File: config.mk
export PLATFORM = sky130hd
export DESIGN_NAME = spi_frame_seq
export DESIGN_NICKNAME = d
export VERILOG_FILES = /design/src/rtl/spi_seq_pkg.sv /design/src/rtl/spi_seq_ctrl.sv /design/src/rtl/spi_seq_datapath.sv /design/src/rtl/spi_frame_seq.sv
export SDC_FILE = /design/constraint.sdc
export NUM_CORES = 1
export LEC_CHECK = 0
export BUFFER_PORTS_ARGS = -buffer_cell sky130_fd_sc_hd__buf_2
export CORE_MARGIN = 1
export CORE_UTILIZATION = 35
export CTS_BUF_LIST = sky130_fd_sc_hd__clkbuf_4 sky130_fd_sc_hd__clkbuf_8
export CTS_CLUSTER_SIZE = 24
export DETAILED_ROUTE_END_ITERATION = 8
export GPL_ROUTABILITY_DRIVEN = 0
export PLACE_DENSITY = 0.63
export SLEW_MARGIN = 0
export SYNTH_ARGS = -nofsm -noshare
export SYNTH_HDL_FRONTEND = slang
export SYNTH_SLANG_ARGS = --single-unit
File: constraint.sdc
create_clock -name clk -period 6.5 [get_ports clk]
set_input_delay 0.975 -clock clk [delete_from_list [all_inputs] [get_ports clk]]
set_output_delay 0.975 -clock clk [all_outputs]
set_load 0.02 [all_outputs]
File: src/rtl/spi_seq_pkg.sv
package spi_seq_pkg;

  typedef enum logic [1:0] {
    SEQ_IDLE  = 2'd0,
    SEQ_LEAD  = 2'd1,
    SEQ_SHIFT = 2'd2,
    SEQ_TRAIL = 2'd3
  } seqState_t;

  // Strobes from control to datapath, one system clock wide each.
  typedef struct packed {
    logic load;    // take txData into the transmit shifter
    logic launch;  // present next bit on sdo (falling sclk)
    logic sample;  // take sdi into the receive shifter (rising sclk)
    logic push;    // last rising edge of a word
  } ctlStrobes_t;

endpackage

File: src/rtl/spi_seq_ctrl.sv
module spi_seq_ctrl
  import spi_seq_pkg::*;
#(
  parameter int WORD_W = 8,
  parameter int DIV_W  = 8
) (
  input  logic             clk,
  input  logic             rstN,
  input  logic             enable,
  input  logic [DIV_W-1:0] divN,
  input  logic             txEmpty,
  output logic             txRd,
  output ctlStrobes_t      strobes,
  output logic             sclk,
  output logic             fssN,
  output logic             eot
);

  localparam int CNT_W = $clog2(WORD_W);
  localparam logic [CNT_W-1:0] LAST_BIT = CNT_W'(WORD_W - 1);

  seqState_t        state;
  logic [DIV_W-1:0] divCnt;
  logic [DIV_W-1:0] halfLen;
  logic [CNT_W-1:0] bitCnt;
  logic             sclkReg;
  logic             fssReg;
  logic             trailHalf;
  logic             tick;
  logic             moreData;
  logic             startFrame;
  logic             lastRise;

  assign halfLen    = (divN == '0) ? DIV_W'(1) : divN;
  assign tick       = (divCnt >= halfLen - DIV_W'(1));
  assign moreData   = enable && !txEmpty;
  assign startFrame = (state == SEQ_IDLE) && moreData;
  assign lastRise   = (state == SEQ_SHIFT) && tick && !sclkReg && (bitCnt == '0);

  always_comb begin
    strobes.load   = startFrame || (lastRise && moreData);
    strobes.launch = tick && ((state == SEQ_LEAD) || ((state == SEQ_SHIFT) && sclkReg));
    strobes.sample = tick && (state == SEQ_SHIFT) && !sclkReg;
    strobes.push   = lastRise;
  end

  assign txRd = strobes.load;
  assign sclk = sclkReg;
  assign fssN = fssReg;
  assign eot  = (state == SEQ_IDLE) && txEmpty;

  always_ff @(posedge clk or negedge rstN) begin
    if (!rstN) begin
      state     <= SEQ_IDLE;
      divCnt    <= '0;
      bitCnt    <= '0;
      sclkReg   <= 1'b1;
      fssReg    <= 1'b1;
      trailHalf <= 1'b0;
    end else begin
      if (state == SEQ_IDLE) divCnt <= '0;
      else                   divCnt <= tick ? '0 : divCnt + DIV_W'(1);
      case (state)
        SEQ_IDLE: if (startFrame) begin
          fssReg <= 1'b0;
          state  <= SEQ_LEAD;
        end
        SEQ_LEAD: if (tick) begin
          sclkReg <= 1'b0;
          bitCnt  <= LAST_BIT;
          state   <= SEQ_SHIFT;
        end
        SEQ_SHIFT: if (tick) begin
          if (sclkReg) begin
            sclkReg <= 1'b0;
          end else begin
            sclkReg <= 1'b1;
            if (bitCnt == '0) begin
              if (moreData) begin
                bitCnt <= LAST_BIT;
              end else begin
                trailHalf <= 1'b0;
                state     <= SEQ_TRAIL;
              end
            end else begin
              bitCnt <= bitCnt - CNT_W'(1);
            end
          end
        end
        SEQ_TRAIL: if (tick) begin
          if (trailHalf) begin
            fssReg <= 1'b1;
            state  <= SEQ_IDLE;
          end else begin
            trailHalf <= 1'b1;
          end
        end
        default: state <= SEQ_IDLE;
      endcase
    end
  end

  // The serial clock rests high whenever no frame is selected.
  assert_sclk_rests_high_R4: assert property (@(posedge clk) disable iff (!rstN)
    fssN |-> sclk);

  // A pop is always followed by an asserted frame select.
  assert_pop_selects_R2: assert property (@(posedge clk) disable iff (!rstN)
    txRd |=> !fssN);

  // Frame select falls while the serial clock is still high.
  assert_lead_clock_high_R3: assert property (@(posedge clk) disable iff (!rstN)
    $fell(fssN) |-> sclk);

  // Frame select is released only after a high serial clock period.
  assert_release_clock_high_R7: assert property (@(posedge clk) disable iff (!rstN)
    $rose(fssN) |-> (sclk && $past(sclk)));

  // End of transmission never overlaps a selected frame.
  assert_eot_outside_frame_R9: assert property (@(posedge clk) disable iff (!rstN)
    eot |-> fssN);

endmodule

File: src/rtl/spi_seq_datapath.sv
module spi_seq_datapath
  import spi_seq_pkg::*;
#(
  parameter int WORD_W = 8
) (
  input  logic              clk,
  input  logic              rstN,
  input  ctlStrobes_t       strobes,
  input  logic [WORD_W-1:0] txData,
  input  logic              sdi,
  input  logic              rxFull,
  output logic              sdo,
  output logic              rxWr,
  output logic [WORD_W-1:0] rxData,
  output logic              overrun
);

  logic [WORD_W-1:0] txShift;
  logic [WORD_W-1:0] rxShift;
  logic              sdoReg;
  logic              overrunReg;

  always_ff @(posedge clk or negedge rstN) begin
    if (!rstN) begin
      txShift    <= '0;
      rxShift    <= '0;
      sdoReg     <= 1'b0;
      overrunReg <= 1'b0;
    end else begin
      if (strobes.load) begin
        txShift <= txData;
      end else if (strobes.launch) begin
        sdoReg  <= txShift[WORD_W-1];
        txShift <= {txShift[WORD_W-2:0], 1'b0};
      end
      if (strobes.sample) rxShift <= {rxShift[WORD_W-2:0], sdi};
      if (strobes.push && rxFull) overrunReg <= 1'b1;
    end
  end

  assign sdo     = sdoReg;
  assign rxData  = {rxShift[WORD_W-2:0], sdi};
  assign rxWr    = strobes.push && !rxFull;
  assign overrun = overrunReg;

  // Once raised, the overrun flag holds.
  assert_overrun_sticky_R10: assert property (@(posedge clk) disable iff (!rstN)
    overrun |=> overrun);

  // Overrun only rises after a completed word met a full queue.
  assert_overrun_cause_R10: assert property (@(posedge clk) disable iff (!rstN)
    $rose(overrun) |-> $past(rxFull && strobes.push));

  // Serial output changes only at a launch.
  assert_sdo_moves_on_launch_R5: assert property (@(posedge clk) disable iff (!rstN)
    !$stable(sdo) |-> $past(strobes.launch));

endmodule

File: src/rtl/spi_frame_seq.sv
module spi_frame_seq
  import spi_seq_pkg::*;
#(
  parameter int WORD_W = 8,
  parameter int DIV_W  = 8
) (
  input  logic              clk,
  input  logic              rstN,
  input  logic              enable,
  input  logic [DIV_W-1:0]  divN,
  input  logic              txEmpty,
  input  logic [WORD_W-1:0] txData,
  output logic              txRd,
  input  logic              rxFull,
  output logic              rxWr,
  output logic [WORD_W-1:0] rxData,
  output logic              sclk,
  output logic              fssN,
  output logic              sdo,
  output logic              sdoEn,
  input  logic              sdi,
  output logic              eot,
  output logic              overrun
);

  ctlStrobes_t strobes;

  spi_seq_ctrl #(.WORD_W(WORD_W), .DIV_W(DIV_W)) ctrl_i (
    .clk(clk), .rstN(rstN), .enable(enable), .divN(divN),
    .txEmpty(txEmpty), .txRd(txRd), .strobes(strobes),
    .sclk(sclk), .fssN(fssN), .eot(eot)
  );

  spi_seq_datapath #(.WORD_W(WORD_W)) dp_i (
    .clk(clk), .rstN(rstN), .strobes(strobes), .txData(txData),
    .sdi(sdi), .rxFull(rxFull), .sdo(sdo), .rxWr(rxWr),
    .rxData(rxData), .overrun(overrun)
  );

  assign sdoEn = !fssN;

endmodule

==> results of run 1 <==
## registers in the layout, indices dropped and copies added (netlist names)
signal            count
ctrl_i.divCnt         8
dp_i.rxShift          7
ctrl_i.trailHalf      1
ctrl_i.bitCnt         3
dp_i.sdo              1
dp_i.txShift          8
ctrl_i.sclk           1
ctrl_i.fssN           1
dp_i.overrun          1
ctrl_i.state          2
## Yosys cell counts (all sizes together), types with 5 or more instances
master,n,area [um^2]
dfrtp,31,776
nor2,20,75.1
ha,16,200
inv,10,37.5
mux2,10,116
nand2,10,37.5
and2,9,56.3
a21oi,8,40.0
a221o,7,70.1
nor2b,6,37.5
xnor2,6,52.6
a31oi,5,31.3
o21ai,5,25.0
xor2,5,43.8
## placed cells by master, fill, tap and decap left out, types with 2 or more instances in the layout
cell,instances
buf_2,37
dfrtp_1,31
nor2_1,20
ha_1,16
nand2_1,10
inv_1,10
and2_1,9
a21oi_1,8
mux2_2,8
a221o_1,7
xnor2_1,6
nor2b_1,6
clkbuf_8,6
xor2_1,5
o21ai_0,5
a31oi_1,5
nand3_1,4
nand2b_1,4
nor3_1,4
and3_1,3
o21a_1,3
a21o_1,2
a21bo_2,2
dfstp_2,2
## critical path, stage by stage
cell	delay, ns
buf_2	0.12
nor4_1	0.35
nand2_1	0.11
o21bai_1	0.22
inv_1	0.11
ha_1	0.23
xnor2_1	0.14
ha_1	0.29
a21oi_1	0.07
a21oi_1	0.18
o211a_1	0.26
o21a_1	0.42
o21ba_1	0.39
buf_2	0.23
## report_power, final
part           total [W]  switching [W]  internal [W]
sequential      0.000304      0.0000405      0.000263
clock           0.000204      0.0000751      0.000129
combinational   0.000306       0.000166      0.000140
total           0.000814       0.000281      0.000532
## kinds of logic (layout without fill, tap and decap cells)
| kind of cell | Yosys count | in the layout | share of synthesized area |
|---|---|---|---|
| flip-flops | 33 | 33 | 0.422 |
| AO/OA/AOI/OAI | 43 | 43 | 0.166 |
| XOR/XNOR | 11 | 11 | 0.0490 |
| multiplexers | 11 | 11 | 0.0643 |
| AND/OR/NAND/NOR | 63 | 63 | 0.157 |
| adder cells (fa/ha/maj) | 16 | 16 | 0.102 |
| buffers and inverters | 17 | 55 | 0.0395 |
## final cells by class
cell class              instances  area [um^2]
clock inverters                 1         30.0
well taps                      70         87.6
inverters                      10         37.5
fillers                       535         2950
multi-input cells             144         1060
repair buffers                 37          185
flip-flops and latches         33          828
clock buffers                   7         90.1
## worst max-delay path by stage
stage             from    to  depth (start not counted)
3_3_place_gp   divN[3]  txRd                         14
6_report       divN[3]  txRd                         14
5_1_grt        divN[3]  txRd                         14
2_1_floorplan  divN[3]  rxWr                         14
4_1_cts        divN[3]  txRd                         14
3_5_place_dp   divN[3]  txRd                         14
## layer usage
layer	vias to the layer above	share of wire	track usage
met3	8	0.031	0.0357
met2	29	0.48	0.229
li1	755	-	-
met5	-	0	0
met1	748	0.46	0.193
met4	0	0.020	0.0577
## through the flow
stage	util	hold slack [ns]	setup slack, ns	instance area (um^2)	total power, W
floorplan	-	0.446	2.07	1960	0.000537
global placement	0.417	0.466	1.56	2200	0.000606
detailed placement	0.417	0.471	1.45	2200	0.000615
CTS	0.440	0.480	1.44	2320	0.000824
global route	0.440	0.502	1.12	2320	0.000882
finish	0.440	0.473	1.42	2320	0.000814
==> metrics.cfg, run 1 <==
[die]
die_area_um2=5920
ios=38
core_um2=5270
die_h_um=76.9
die_x_um=76.9
start_util=0.373
row_count=26

[placed_design]
dpl.hpwl_mm=2.88
dp.cells=294
io_buffers=37

[detailed_routing]
drc=0
vias_per_cell=5.10
drt_iter0_markers=73
dr.pass1.iters=4
postRouteAntennaNets=0
num_vias=1540
totalWireLength_mm=3.83
wl_per_cell_um=12.7

[synth]
ys.flop_type=dfrtp_1
synth.cell_area_um2=1960
yosys_warnings=0
syn_inst=194
yosysSeqAreaShare=0.422
yosysUniqueCellTypes=43
async_reset_ff_frac=1.00
syn-num-nets=232
synth-edff-count=0
synth_seq_cells=33
avgSynthCellArea_um2=10.1

[grt]
grt_max_degree=34
antenna_found_initial=0
overflow=0
track_usage=0.146
grt_pass1_wl_mm=6.69
first_global_vias=1418

[clock_tree]
cts.path.max_buffers=2
clk_pin_slew_ns=0.07
post_cts_resized=0
cts_tree=yes
htree_levels=2
numClockSinks=33
cts_buffers=5
clock_latency_ns=0.29
cts-root-buf=clkbuf_8
cts-hold-fix-buffers=0
post_cts_buffers=0

[critical_path]
end_kind=output port
reg2reg_depth=7
start_kind=primary input
cp_data_arrival_time_ns=4.10
reg2reg_from=ctrl_i.divCnt[2]
critPathMaxFanout=12
r2r-end=dp_i.txShift[0]
crit_required_ns=5.52
reg2reg_slack_ns=3.96
worstSetupPathType=in2out

[worst_hold_path]
min_delay_path_depth=1
hold_class=reg2reg
holdCritStartpoint=ctrl_i.divCnt[0]
hold_end=ctrl_i.divCnt[0]

[layout]
antenna_cells=0
final_nets=269
area_delta_synth_final_pct=18.0
drive_above_1_share=0.263
final_cell_count_no_fill=302

[run_status]
outcome=completed

[power]
vdd_drop_max_v=0.000102
power_density_nw_per_um2=351
p_leak_nw=1.19

[flow_run]
cap_violations=0

[timing]
max_freq_ghz=0.197
skew_ns=0.00482
fin_crit_ns=5.08
final.setup.tns_ns=0
rsz0062_at_grt=no
fin_crit_sh=0.781
slew_viol_final=0
setup_viol=0
maxSlewHeadroom=0.501
hold_viol_final=0
tightest_slew_ns=0.749

(Power assumes the default switching activity.)
==> run 2: changes to the inputs <==
==> constraint.sdc (replaced) <==
create_clock -name clk -period 5.2 [get_ports clk]
set_input_delay 0.78 -clock clk [delete_from_list [all_inputs] [get_ports clk]]
set_output_delay 0.78 -clock clk [all_outputs]
set_load 0.02 [all_outputs]
==> run 2 against run 1 <==
Effect of this change:
- sequential power is 25% higher
- via count is 1.4% lower
- largest cell class unchanged
- die area is the same
- first-iteration DRC count down 11%
- register-to-register slack worse by 1.3 ns
- cell count unchanged
- critical endpoint unchanged
- highest routed layer unchanged
- cell area did not move
- global-route usage about the same
- critical path depth unchanged
==> metrics.cfg, run 2 (same netlist as run 1, synthesis figures left out) <==
[detailed_routing]
dr.pass1.iters=5
drc=0
vias_per_cell=5.03
wl_per_cell_um=12.8
num_vias=1518
drt_iter0_markers=65
postRouteAntennaNets=0
totalWireLength_mm=3.85

[clock_tree]
htree_levels=2
cts-hold-fix-buffers=0
cts_tree=yes
cts.path.max_buffers=2
cts-root-buf=clkbuf_8
post_cts_resized=0
post_cts_buffers=0
numClockSinks=33
cts_buffers=5
clk_pin_slew_ns=0.07
clock_latency_ns=0.29

[timing]
fin_crit_ns=4.67
setup_viol=0
worst_hold_slack_ns=0.477
slew_viol_final=0
hold_viol_final=0
tightest_slew_ns=0.732
fin_ws_ns=0.526
final.setup.tns_ns=0
fin_crit_sh=0.899
rsz0062_at_grt=no
maxSlewHeadroom=0.512
skew_ns=0.00508
max_freq_ghz=0.214

[grt]
met3_usage=0.0333
overflow=0
use_met1=0.187
first_global_vias=1472
antenna_found_initial=0
track_usage=0.146
grt_max_degree=34
grt-busiest-layer=met2
use_met2=0.233
grt_pass1_wl_mm=6.79

[run_status]
outcome=completed

[placed_design]
io_buffers=37
dp.cells=294
dpl.hpwl_mm=2.89
dp_slack_ns=0.516
place_area_um2=2200

[die]
die_x_um=76.9
row_count=26
die_h_um=76.9
die_area_um2=5920
core_um2=5270
start_util=0.373
ios=38

[layout]
layout_commonest_cell=buf_2
antenna_cells=0
design_area_um2=2320
final_nets=269
area_delta_synth_final_pct=18.0
drive_above_1_share=0.263
layout_common_cells=37 x buf_2, 31 x dfrtp_1, 20 x nor2_1
reg.largest.list=ctrl_i.divCnt: 8 flops, dp_i.txShift: 8 flops, dp_i.rxShift: 7 flops
final_cell_count_no_fill=302

[critical_path]
end_kind=output port
crit_family=compound AO/OA/AOI/OAI gates
critPathBufInv=3
start_kind=primary input
cp_cell_sequence=buf_2, nor4_1, nand2_1, o21bai_1, inv_1, ha_1, xnor2_1, ha_1, a21oi_1, a21oi_1, o211a_1, o21a_1, o21ba_1, buf_2
worstSetupPathType=in2out
critPathMaxFanout=12
critPathMaxStageDelay_ns=0.42
slowest_stage=o21a_1
cp_data_arrival_time_ns=3.89
crit_required_ns=4.42

[power]
p_leak_nw=1.18
power_density_nw_per_um2=438
vdd_drop_max_v=0.000136

[flow_run]
cap_violations=0

[worst_hold_path]
hold_class=reg2reg

-- run 2: worst paths after layout --
check	start	to	slack [ns]	cells past startpoint
setup / recovery	divN[3]	txRd	0.53	14
setup reg to reg	ctrl_i.divCnt[2]	dp_i.txShift[0]	2.66	7
max in group asynchronous	rstN	ctrl_i.divCnt[6]	4.18	1
min in group asynchronous	rstN	ctrl_i.state[0]	0.55	1
hold reg to reg	dp_i.overrun	dp_i.overrun	0.48	1
hold / removal	dp_i.overrun	dp_i.overrun	0.48	1
-- run 2: power breakdown --
part	internal, W	leakage [nW]	switching, W	total, W
clock	0.000156	0.0574	0.0000948	0.000250
combinational	0.000176	0.701	0.000208	0.000384
sequential	0.000329	0.426	0.0000524	0.000381
-- run 2: per-layer routing --
| metal | up-vias | routed length (um) | share of wire |
|---|---|---|---|
| li1 | 756 | - | - |
| met1 | 735 | 1830 | 0.48 |
| met2 | 20 | 1840 | 0.48 |
| met3 | 7 | 105 | 0.027 |
| met4 | 0 | 77 | 0.020 |
| met5 | - | 0 | 0 |
-- run 2: worst register-to-register path, cell delays in order (launching register included) --
cell	delay (ns)
dfrtp_1	0.42
ha_1	0.32
a21oi_1	0.07
a21oi_1	0.18
o211a_1	0.27
o21a_1	0.42
o21ba_1	0.38
mux2_2	0.37
-- run 2: cell type report --
cell class | instances | area, um^2
fillers | 519 | 2950
multi-input cells | 144 | 1060
flip-flops and latches | 33 | 828
repair buffers | 37 | 185
well taps | 70 | 87.6
clock buffers | 6 | 82.6
clock inverters | 2 | 37.5
inverters | 10 | 37.5
-- run 2: stage by stage --
stage | total power, W | utilization
after detailed placement | 0.000768 | 0.417
after CTS | 0.00103 | 0.440
after floorplan | 0.000671 | -
after global placement | 0.000758 | 0.417
after global routing | 0.00110 | 0.440
final | 0.00102 | 0.440
==> run 3: changes to the inputs <==
--- a/config.mk
+++ b/config.mk
@@ -7,12 +7,12 @@
 export LEC_CHECK = 0
 export BUFFER_PORTS_ARGS = -buffer_cell sky130_fd_sc_hd__buf_2
 export CORE_MARGIN = 1
-export CORE_UTILIZATION = 35
-export CTS_BUF_LIST = sky130_fd_sc_hd__clkbuf_4 sky130_fd_sc_hd__clkbuf_8
+export CORE_UTILIZATION = 40
+export CTS_BUF_LIST = sky130_fd_sc_hd__clkbuf_4 sky130_fd_sc_hd__clkbuf_8 sky130_fd_sc_hd__clkbuf_16
 export CTS_CLUSTER_SIZE = 24
 export DETAILED_ROUTE_END_ITERATION = 8
 export GPL_ROUTABILITY_DRIVEN = 0
-export PLACE_DENSITY = 0.63
+export PLACE_DENSITY = 0.69
 export SLEW_MARGIN = 0
 export SYNTH_ARGS = -nofsm -noshare
 export SYNTH_HDL_FRONTEND = slang
==> run 3 against run 2 <==
Effect of this change:
- maximum frequency decreased by 0.15%
- global-route usage is 1.1 points higher
- register-to-register slack barely moved
- cell count fell by 0.99%
- sequential power about the same
- worst hold slack got worse by 0.011 ns
- critical path depth did not move
- count of clock-buffer cells in the layout unchanged
==> metrics.cfg, run 3 (same netlist as run 1, synthesis figures left out) <==
[timing]
fin_ws_ns=0.519
rsz0062_at_grt=no
tightest_slew_ns=0.756
hold_viol_final=0
maxSlewHeadroom=0.491
slew_viol_final=0
setup_viol=0
fin_crit_sh=0.900
skew_ns=0.00324
final.setup.tns_ns=0
max_freq_ghz=0.214
fin_crit_ns=4.68

[layout]
antenna_cells=0
layout_common_cells=37 x buf_2, 31 x dfrtp_1, 20 x nor2_1
fillers=440
area_delta_synth_final_pct=17.8
layout_commonest_cell=buf_2
regArea_um2=828
drive_above_1_share=0.263
postLayoutCoreUtil=0.490
final_cell_count_no_fill=299
final_nets=269
reg.largest.list=ctrl_i.divCnt: 8 flops, dp_i.txShift: 8 flops, dp_i.rxShift: 7 flops
multi_input_area_um2=1060

[power]
p_sw_frac=0.349
p_int_w=0.000660
vdd_drop_max_v=0.000193
p_comb_frac=0.376
power_density_nw_per_um2=438
switchingPower_w=0.000354
clock_power_share=0.250
p_leak_nw=1.18
seq_power_share=0.374

[die]
die_x_um=72.1
row_count=25
die_h_um=72.1
start_util=0.416
die_area_um2=5200
core_um2=4720
ios=38

[grt]
antenna_found_initial=0
grt_max_degree=34
grt_pass1_wl_mm=6.25
overflow=0
track_usage=0.157
first_global_vias=1398

[detailed_routing]
highest_layer=met4
wirelength_met1_mm=1.80
wl_per_cell_um=12.5
drt_iter0_markers=83
num_vias=1496
wl_met2_mm=1.80
dr.pass1.iters=4
vias_per_cell=5.00
wl_met3_um=98
totalWireLength_mm=3.74
postRouteAntennaNets=0
drc=0

[worst_hold_path]
holdCritStartpoint=dp_i.overrun
hold_end=dp_i.overrun
hold_class=reg2reg
min_delay_path_depth=1

[clock_tree]
htree_levels=2
cts-hold-fix-buffers=0
cts-root-buf=clkbuf_8
clk_pin_slew_ns=0.07
clock_latency_ns=0.28
post_cts_buffers=0
cts.path.max_buffers=2
cts_tree=yes
numClockSinks=33
cts_buffers=5
post_cts_resized=0

[critical_path]
cp_data_arrival_time_ns=3.90
critPathMaxFanout=12
reg2reg_depth=7
end_kind=output port
slowest_stage=o21a_1
worstSetupPathType=in2out
crit_required_ns=4.42
r2r-end=dp_i.txShift[0]
reg2reg_from=ctrl_i.divCnt[2]
critPathMaxStageDelay_ns=0.43
cp_cell_sequence=buf_2, nor4_1, nand2_1, o21bai_1, inv_1, ha_1, xnor2_1, ha_1, a21oi_1, a21oi_1, o211a_1, o21a_1, o21ba_1, buf_2
start_kind=primary input
reg2reg_slack_ns=2.66

[run_status]
outcome=completed

[flow_run]
cap_violations=0

[placed_design]
dpl.hpwl_mm=2.78
dp.cells=291
dp_slack_ns=0.562
io_buffers=37

run 3: cell counts in the layout (fill, tap and decap cells not counted):
No cell type changed its count.
run 3: layer usage:
metal / global-route usage / vias to the layer above
li1: - / 750
met1: 0.208 / 723
met2: 0.247 / 19
met3: 0.0375 / 4
met4: 0.0654 / 0
met5: 0 / -
run 3: power groups by stage:
| stage | logic [W] | registers (W) | clock network, W |
|---|---|---|---|
| 2_1_floorplan | 0.000286 | 0.000385 | 0 |
| 3_3_place_gp | 0.000375 | 0.000382 | 0 |
| 3_5_place_dp | 0.000379 | 0.000384 | 0 |
| 4_1_cts | 0.000384 | 0.000379 | 0.000263 |
| 5_1_grt | 0.000435 | 0.000391 | 0.000272 |
| 6_report | 0.000381 | 0.000379 | 0.000253 |
run 3: how the worst max path moves through the flow:
stage / from / endpoint
2_1_floorplan: divN[3] / rxWr
3_3_place_gp: divN[3] / txRd
3_5_place_dp: divN[3] / txRd
4_1_cts: divN[3] / txRd
5_1_grt: divN[3] / txRd
6_report: divN[3] / txRd
run 3: area by class of cell:
class	count	share of cell area
multi-input cells	144	0.458
flip-flops and latches	33	0.358
inverters	10	0.0162
repair buffers	37	0.0800
well taps	67	0.0362
clock buffers	6	0.0357
clock inverters	2	0.0162
run 3: stage by stage:
step	area, um^2	total power, W	hold slack (ns)
floorplan	1960	0.000671	0.446
global placement	2190	0.000757	0.445
detailed placement	2190	0.000763	0.449
CTS	2310	0.00103	0.467
global route	2310	0.00110	0.471
finish	2310	0.00101	0.465
run 3: worst max-delay path: cells and delay by family:
kind / cells / cell delay [ns]
buffers and inverters: 3 / 0.46
adder cells (fa/ha/maj): 2 / 0.52
AND/OR/NAND/NOR: 2 / 0.49
AO/OA/AOI/OAI: 6 / 1.51
XOR/XNOR: 1 / 0.14
